===== src/rtl/qdp_pkg.sv =====
package qdp_pkg;
  localparam int unsigned SEL_W   = 4;
  localparam int unsigned TBL_W   = 1 << SEL_W;
  localparam int unsigned N_CELL  = 4;
  localparam int unsigned N_DIR   = 2;
  localparam int unsigned FOL_A   = 0;
  localparam int unsigned FOL_B   = 1;
  localparam int unsigned DIR_CW  = 2;
  localparam int unsigned DIR_CCW = 3;
endpackage


===== src/rtl/qdp_sync.sv =====
module qdp_sync #(
  parameter int unsigned W = 2
) (
  input  logic         clk_i,
  input  logic         rst_ni,
  input  logic [W-1:0] d_i,
  output logic [W-1:0] q_o
);
  logic [W-1:0] meta_q, sync_q;

  always_ff @(posedge clk_i or negedge rst_ni) begin
    if (!rst_ni) begin
      meta_q <= '0;
      sync_q <= '0;
    end else begin
      meta_q <= d_i;
      sync_q <= meta_q;
    end
  end

  assign q_o = sync_q;
endmodule


===== src/rtl/qdp_lut_cell.sv =====
module qdp_lut_cell
  import qdp_pkg::*;
#(
  parameter int unsigned FILT_W = 4
) (
  input  logic              clk_i,
  input  logic              rst_ni,
  input  logic [TBL_W-1:0]  tbl_i,
  input  logic [SEL_W-1:0]  sel_i,
  input  logic [FILT_W-1:0] rise_i,
  input  logic [FILT_W-1:0] fall_i,
  output logic              out_o
);
  logic              raw, out_q, done;
  logic [FILT_W-1:0] run_q, len;
  logic [FILT_W:0]   run_nxt;

  assign raw     = tbl_i[sel_i];
  // length of the pending transition: rising if output is low
  assign len     = out_q ? fall_i : rise_i;
  assign run_nxt = {1'b0, run_q} + 1'b1;
  // zero length falls through as one cycle
  assign done    = run_nxt >= {1'b0, len};

  always_ff @(posedge clk_i or negedge rst_ni) begin
    if (!rst_ni) begin
      out_q <= 1'b0;
      run_q <= '0;
    end else if (raw != out_q) begin
      if (done) begin
        out_q <= raw;
        run_q <= '0;
      end else begin
        run_q <= run_nxt[FILT_W-1:0];
      end
    end else begin
      run_q <= '0;
    end
  end

  assign out_o = out_q;
endmodule


===== src/rtl/qdp_edge_ctr.sv =====
module qdp_edge_ctr #(
  parameter int unsigned CNT_W = 16,
  parameter int unsigned OVF_W = 15,
  localparam int unsigned TOT_W = CNT_W + OVF_W + 1
) (
  input  logic             clk_i,
  input  logic             rst_ni,
  input  logic             pulse_i,
  input  logic [CNT_W-1:0] max_i,
  output logic [TOT_W-1:0] total_o
);
  logic             prev_q, rise;
  logic [CNT_W-1:0] cnt_q;
  logic [OVF_W-1:0] ovf_q;

  assign rise = pulse_i & ~prev_q;

  always_ff @(posedge clk_i or negedge rst_ni) begin
    if (!rst_ni) begin
      prev_q <= 1'b0;
      cnt_q  <= CNT_W'(1);
      ovf_q  <= '0;
    end else begin
      prev_q <= pulse_i;
      if (rise) begin
        if (cnt_q >= max_i) begin
          cnt_q <= CNT_W'(1);
          ovf_q <= ovf_q + 1'b1;
        end else begin
          cnt_q <= cnt_q + 1'b1;
        end
      end
    end
  end

  assign total_o = TOT_W'(cnt_q) + TOT_W'(max_i) * TOT_W'(ovf_q);
endmodule


===== src/rtl/quad_dir_pulse.sv =====
module quad_dir_pulse
  import qdp_pkg::*;
#(
  parameter int unsigned FILT_W = 4,
  parameter int unsigned CNT_W  = 16,
  parameter int unsigned OVF_W  = 15
) (
  input  logic                          clk_i,
  input  logic                          rst_ni,
  input  logic                          enc_a_i,
  input  logic                          enc_b_i,
  input  logic [N_CELL*TBL_W-1:0]       lut_cfg_i,
  input  logic [N_CELL*FILT_W-1:0]      rise_cfg_i,
  input  logic [N_CELL*FILT_W-1:0]      fall_cfg_i,
  input  logic [CNT_W-1:0]              cnt_max_i,
  output logic                          cw_o,
  output logic                          ccw_o,
  output logic signed [CNT_W+OVF_W:0]   pos_o
);
  localparam int unsigned TOT_W = CNT_W + OVF_W + 1;

  logic [1:0]        enc_s;
  logic [N_CELL-1:0] cell_q;
  logic [SEL_W-1:0]  sel;
  logic [TOT_W-1:0]  tot [N_DIR];

  qdp_sync #(.W(2)) u_sync (
    .clk_i (clk_i),
    .rst_ni(rst_ni),
    .d_i   ({enc_b_i, enc_a_i}),
    .q_o   (enc_s)
  );

  // follower outputs are fed back as the upper select bits
  assign sel = {cell_q[FOL_B], cell_q[FOL_A], enc_s[1], enc_s[0]};

  for (genvar g = 0; g < N_CELL; g++) begin : g_cell
    qdp_lut_cell #(.FILT_W(FILT_W)) u_cell (
      .clk_i (clk_i),
      .rst_ni(rst_ni),
      .tbl_i (lut_cfg_i[g*TBL_W +: TBL_W]),
      .sel_i (sel),
      .rise_i(rise_cfg_i[g*FILT_W +: FILT_W]),
      .fall_i(fall_cfg_i[g*FILT_W +: FILT_W]),
      .out_o (cell_q[g])
    );
  end

  for (genvar d = 0; d < N_DIR; d++) begin : g_ctr
    qdp_edge_ctr #(.CNT_W(CNT_W), .OVF_W(OVF_W)) u_ctr (
      .clk_i  (clk_i),
      .rst_ni (rst_ni),
      .pulse_i(cell_q[DIR_CW + d]),
      .max_i  (cnt_max_i),
      .total_o(tot[d])
    );
  end

  assign cw_o  = cell_q[DIR_CW];
  assign ccw_o = cell_q[DIR_CCW];
  assign pos_o = $signed(tot[0] - tot[1]);
endmodule


===== config.mk =====
export PLATFORM = sky130hd
export DESIGN_NAME = quad_dir_pulse
export DESIGN_NICKNAME = d
export VERILOG_FILES = /design/src/rtl/qdp_pkg.sv /design/src/rtl/qdp_sync.sv /design/src/rtl/qdp_lut_cell.sv /design/src/rtl/qdp_edge_ctr.sv /design/src/rtl/quad_dir_pulse.sv
export SDC_FILE = /design/constraint.sdc
export NUM_CORES = 2
export LEC_CHECK = 0
export BUFFER_PORTS_ARGS = -buffer_cell sky130_fd_sc_hd__buf_4
export CORE_ASPECT_RATIO = 0.8
export CORE_MARGIN = 2
export CORE_UTILIZATION = 48
export CTS_CLUSTER_SIZE = 25
export DETAILED_ROUTE_END_ITERATION = 8
export GPL_ROUTABILITY_DRIVEN = 0
export GPL_TIMING_DRIVEN = 0
export PLACE_DENSITY = 0.76
export SLEW_MARGIN = 20
export SYNTH_ARGS = -nofsm -noshare
export SYNTH_HDL_FRONTEND = slang
export SYNTH_HIERARCHICAL = 1
export SYNTH_SLANG_ARGS = --single-unit

===== constraint.sdc =====
create_clock -name clk_i -period 11.58 [get_ports clk_i]
set_input_delay 1.737 -clock clk_i [delete_from_list [all_inputs] [get_ports clk_i]]
set_output_delay 1.737 -clock clk_i [all_outputs]
set_load 0.1 [all_outputs]

# --- Word-level counts from Yosys, hierarchy flattened ---
# Cells that the tools add are included.
totals:
  register_bits: 88
  out_inout_bits: 34
  wordCells: 72
classes:
  n_addsub: 11
  multipliers: 2
  order_cmp: 7
  n_eq_ne: 4
  muxes: 22
  bitwise_logic: 4
  reduce_logical: 6
ops:
  columns: ["op", "n"]
  rows:
  - ["16-bit by 31-bit adder with 32-bit output", 2]
  - ["16-bit by 15-bit multiplier with 31-bit output", 2]
  - ["4-bit 2-to-1 mux", 12]
  - ["16-bit by 1-bit adder with 16-bit output, second input constant", 2]
  - ["16-bit >= comparator", 2]
  - ["16-bit 2-to-1 mux", 2]
  - ["32-bit subtractor", 1]
  - ["15-bit by 1-bit adder with 15-bit output, second input constant", 2]
  - ["4-bit by 1-bit adder with 5-bit output, second input constant", 4]
  - ["5-bit by 4-bit >= comparator with 1-bit output", 4]
  - ["1-bit binary-select mux with 4-bit select", 4]
  - ["2-bit AND reduction", 6]
  - ["4-bit by 5-bit less-than comparator with 1-bit output, second input constant", 1]
  - ["1-bit 2-to-1 mux", 4]
  - ["1-bit inequality test", 4]
  - ["1-bit bitwise AND", 2]
  - ["1-bit inverter", 2]

# --- Depth between registers and ports, before layout ---
logic_depth:
  depth_word: 4
  depth_mapped: 33
  depth_no_buf: 31

# --- Cells and area by module ---
# Netlist, hierarchy kept.
by_module_without_submodules:
  columns: ["mod", "n_inst", "cells_per_inst", "area_per_inst_um2", "seq_area_each_um2"]
  rows:
  - ["qdp_edge_ctr at g_ctr[0].u_ctr", 1, 1229, 10528.8, 802.0]
  - ["qdp_edge_ctr at g_ctr[1].u_ctr", 1, 1200, 10442.5, 802.0]
  - ["qdp_lut_cell", 4, 36, 476.7, 125.1]
  - ["quad_dir_pulse", 1, 265, 1815.5, 0.0]
  - ["qdp_sync", 1, 4, 100.1, 100.1]

# --- Worst setup path after synthesis ---
# Ideal clock, no wire load.
synth_timing:
  path_kind: "input port to output port"
  startpoint: "input port cnt_max_i[10]"
  endpoint: "output port pos_o[30]"
  arrival_time_ns: 10.393
  required_time_ns: 9.843
  setup_slack_ns: -0.550
  stages: 31
  cell_sequence: "clkbuf_1 > nand2_1 > fa_1 > fa_1 > inv_1 > fa_1 > inv_1 > fa_1 > inv_1 > fa_1 > inv_1 > fa_1 > inv_1 > ha_1 > and3_1 > nand4_1 > a21o_1 > a21bo_1 > a31o_4 > xnor2_1 > inv_1 > ha_1 > clkbuf_4 > a21o_1 > a21o_1 > a21o_1 > a21o_1 > a21boi_0 > o21bai_1 > and2_1 > a211oi_1"
synth_rtl:
  columns: ["item", "line", "rtl"]
  rows:
  - ["start: declaration", "quad_dir_pulse.sv:15", "input logic [CNT_W-1:0] cnt_max_i,"]
  - ["end: declaration", "quad_dir_pulse.sv:18", "output logic signed [CNT_W+OVF_W:0] pos_o"]

==> flow_metrics.env <==
export IMPL_synth_cell_types=85
export IMPL_remaining_drc_errors=0
export IMPL_synth_ff_latch_count=88
export IMPL_grt_pass1_vias=20610
export IMPL_die_area_sq_um=53500
export IMPL_grt_pass1_wl_microns=112800
export IMPL_layout_drive_gt1_share_pct=9.600
export IMPL_cts_root_buf="sky130_fd_sc_hd__clkbuf_16"
export IMPL_yosysSeqAreaShare_pct=8.892
export IMPL_floorplan_initialDensity_pct=48.60
export IMPL_synthTopCellsByCount="sky130_fd_sc_hd__inv_1, sky130_fd_sc_hd__fa_1, sky130_fd_sc_hd__nand2_1, sky130_fd_sc_hd__ha_1, sky130_fd_sc_hd__and2_1"
export IMPL_maxCapViolCount=0
export IMPL_critical_path_reg2reg_endpoint="g_cell[0].u_cell/out_o"
export IMPL_hold_viol=0
export IMPL_overflow=0
export IMPL_min_period_over_period_pct=97.72
export IMPL_inserted_clock_buffers=9
export IMPL_clock_tree_buffer_depth=2
export IMPL_floorplan_die_height_microns=207.3
export IMPL_port_buffers=149
export IMPL_post_dp_hpwl_microns=56770
export IMPL_synth_edf_count=0
export IMPL_hold_path_cell_count=0
export IMPL_placement_setup_worst_slack_ns=-0.3192
export IMPL_top_ports=150
export IMPL_critical_path_slowest_cell="sky130_fd_sc_hd__fa_1"
export IMPL_critical_path_startpoint_type="input port"
export IMPL_postLayoutCoreUtil_pct=53.56
export IMPL_min_delay_worst_type="flip-flop to flip-flop"
export IMPL_final_setup_viol_count=0
export IMPL_placement_rows=74
export IMPL_post_synth_instance_area_sq_um=24790
export IMPL_grt_start_max_net_pins=89
export IMPL_crit_arrival_ns=9.58
export IMPL_core_sq_um=51020
export IMPL_timing_clock_skew_ns=0.01756
export IMPL_most_common_cell_in_the_netlist="sky130_fd_sc_hd__inv_1"
export IMPL_die_w_microns=258.1
export IMPL_crit_top_cell="sky130_fd_sc_hd__fa_1"
export IMPL_setup_total_negative_slack_ns=0
export IMPL_drtAntennaViolNets=0
export IMPL_highest_attainable_clock_frequency_mhz=88.37
export IMPL_fin_ws_ns=0.2635
export IMPL_slew_violations=0
export IMPL_ctsHtreeMaxLevel=3
export IMPL_relSlewSlack_pct=42.13
export IMPL_insertion_delay_ns=0.38
export IMPL_netlist_top_cells_area="sky130_fd_sc_hd__fa_1, sky130_fd_sc_hd__ha_1, sky130_fd_sc_hd__dfrtp_1, sky130_fd_sc_hd__inv_1, sky130_fd_sc_hd__nand2_1"
export IMPL_postSynthNetCount=3652
export IMPL_grt_antenna_before_repair=3
export IMPL_timing_critical_path_depth=31
export IMPL_status="finished clean"
export IMPL_syn_mean_instance_area_sq_um=8.724
export IMPL_antennaDiodeCount=0
export IMPL_final_period_minus_worst_setup_slack_ns=11.32
export IMPL_sum_of_buffers_and_inverters_on_the_critical_path=8
export IMPL_multi_input_comb_area_sq_um=20160
export IMPL_drt_initial_drc_count=1773
export IMPL_clk_pin_slew_ns=0.08
export IMPL_gate_family_responsible_for_the_most_delay_along_the_worst_path="adder cells"
export IMPL_vias=20160
export IMPL_synth_yosys_warnings=6
export IMPL_synth_async_sr_flop_share_pct=100.0
export IMPL_tritoncts_num_sinks=88
export IMPL_worst_setup_path_type="input port to output pin"
export IMPL_r2r_worst_path_cells=7
export IMPL_dr_pass1_iters=6
export IMPL_avgRoutedWirePerCell_microns=18.90
export IMPL_hold_path_startpoint="u_sync/meta_q[1]"
export IMPL_r2r_setup_slack_ns=8.41
export IMPL_post_route_cell_area_sq_um=27320
export IMPL_netlist_instances=2842
export IMPL_post_place_instance_area_sq_um=26780
export IMPL_area_growth_syn_to_layout_pct=10.20
export IMPL_r2r_start="g_cell[0].u_cell/out_o"
export IMPL_crit_fanout=14
export IMPL_worst_path_largest_cell_delay_ns=0.56
export IMPL_critical_path_endpoint_type="output pin"
export IMPL_fin_nets=3805
export IMPL_routed_via_density=5.473
export IMPL_hold_path_endpoint="u_sync/q_o[1]"
export IMPL_layout_area_seq_sq_um=2205
export IMPL_final_fill_count=4669
export IMPL_area_share_of_the_leading_cell_type_in_the_synthesized_netlist_pct=31.73
export IMPL_cp_data_required_time_ns=9.84
export IMPL_routed_wl_microns=69620
export IMPL_tightest_slew_ns=0.8680
export IMPL_yosysTopAreaCell="sky130_fd_sc_hd__fa_1"
export IMPL_clock_tree_from_tritoncts="built"
export IMPL_dominantRegCellSynth="sky130_fd_sc_hd__dfrtp_1"
export IMPL_grtUsageTotal_pct=27.01
[placed cells by master, fill, tap and decap left out, types with 38 or more instances in the layout]
cell type / n
sky130_fd_sc_hd__buf_4: 148
sky130_fd_sc_hd__fa_1: 393
sky130_fd_sc_hd__xnor2_1: 100
sky130_fd_sc_hd__nand3_1: 51
sky130_fd_sc_hd__inv_1: 558
sky130_fd_sc_hd__clkbuf_1: 62
sky130_fd_sc_hd__xor2_1: 38
sky130_fd_sc_hd__ha_1: 297
sky130_fd_sc_hd__nor2_1: 98
sky130_fd_sc_hd__nand2_1: 372
sky130_fd_sc_hd__o21ai_0: 62
sky130_fd_sc_hd__dfrtp_1: 86
sky130_fd_sc_hd__a21oi_1: 99
sky130_fd_sc_hd__and2_1: 212
[layout make-up]
class,count,area share [%]
sequential,88,8.068
buffer,108,1.969
tap,684,3.132
multi-input combinational,2080,73.79
clock inverter,7,0.2931
clock buffer,9,0.8243
inverter,558,7.666
timing repair buffer,150,4.259
[worst max path at each step]
| stage | from | endpoint | slack, ns |
|---|---|---|---|
| after floorplan | cnt_max_i[10] | pos_o[29] | 0.17 |
| after global placement | cnt_max_i[10] | pos_o[31] | -0.37 |
| after detailed placement | cnt_max_i[10] | pos_o[31] | -0.32 |
| after CTS | cnt_max_i[11] | pos_o[31] | 0.006 |
| after global routing | cnt_max_i[11] | pos_o[31] | -0.01 |
| final | cnt_max_i[0] | pos_o[30] | 0.26 |
[metal layers]
layer	part of all wire [%]	track usage (%)	up-vias	wire, microns
met2	42	38.83	964	29090
met1	43	38.93	9854	29980
met4	2.3	6.378	0	1598
met3	13	9.499	105	8956
met5	0	0	-	0
li1	-	-	9241	-
[cell families after synthesis]
group | Yosys count | synth area share (%)
simple gates | 886 | 17.44
fa+ha+maj | 694 | 46.92
buf+inv | 674 | 10.30
compound gates | 310 | 8.095
xor+xnor | 147 | 5.314
flops | 88 | 8.892
mux | 43 | 3.038
[registers in the layout, summed over array words and instances (netlist names)]
register             flops
u_sync/meta_q            2
g_cell.u_cell/run_q     16
u_sync/q_o               2
g_ctr.u_ctr/cnt_q       32
g_ctr.u_ctr/ovf_q       30
g_cell.u_cell/out_o      4
g_ctr.u_ctr/prev_q       2
[worst register-to-register path, delay by kind of cell, from the launching register on]
kind | cells | cell delay (ns)
AOI/OAI and AO/OA | 2 | 0.79
and+or+nand+nor | 1 | 0.13
DFF | 1 | 0.85
adders and majority gates | 1 | 0.26
muxes | 2 | 0.68
buffers and inverters | 1 | 0.34
[per-stage QoR]
stage	hold WS, ns	cells
2_1_floorplan	0.3312	2842
4_1_cts	0.3386	3687
5_1_grt	0.3520	3684
3_5_place_dp	0.3355	3675
6_report	0.3363	3684
3_3_place_gp	0.3327	3675
[what timing repair did]
| action | CTS | global route |
|---|---|---|
| endpoints found under the setup margin | 9 | 11 |
| buffers inserted | 0 | 1 |
| hold buffers | 0 | 0 |
| gates resized for setup | 26 | 101 |
| pin swaps | 0 | 2 |
| hold endpoints to repair | 0 | 0 |
Power is not shown: default switching activity piles up to over one toggle a cycle in this logic, so the estimate is an artifact.
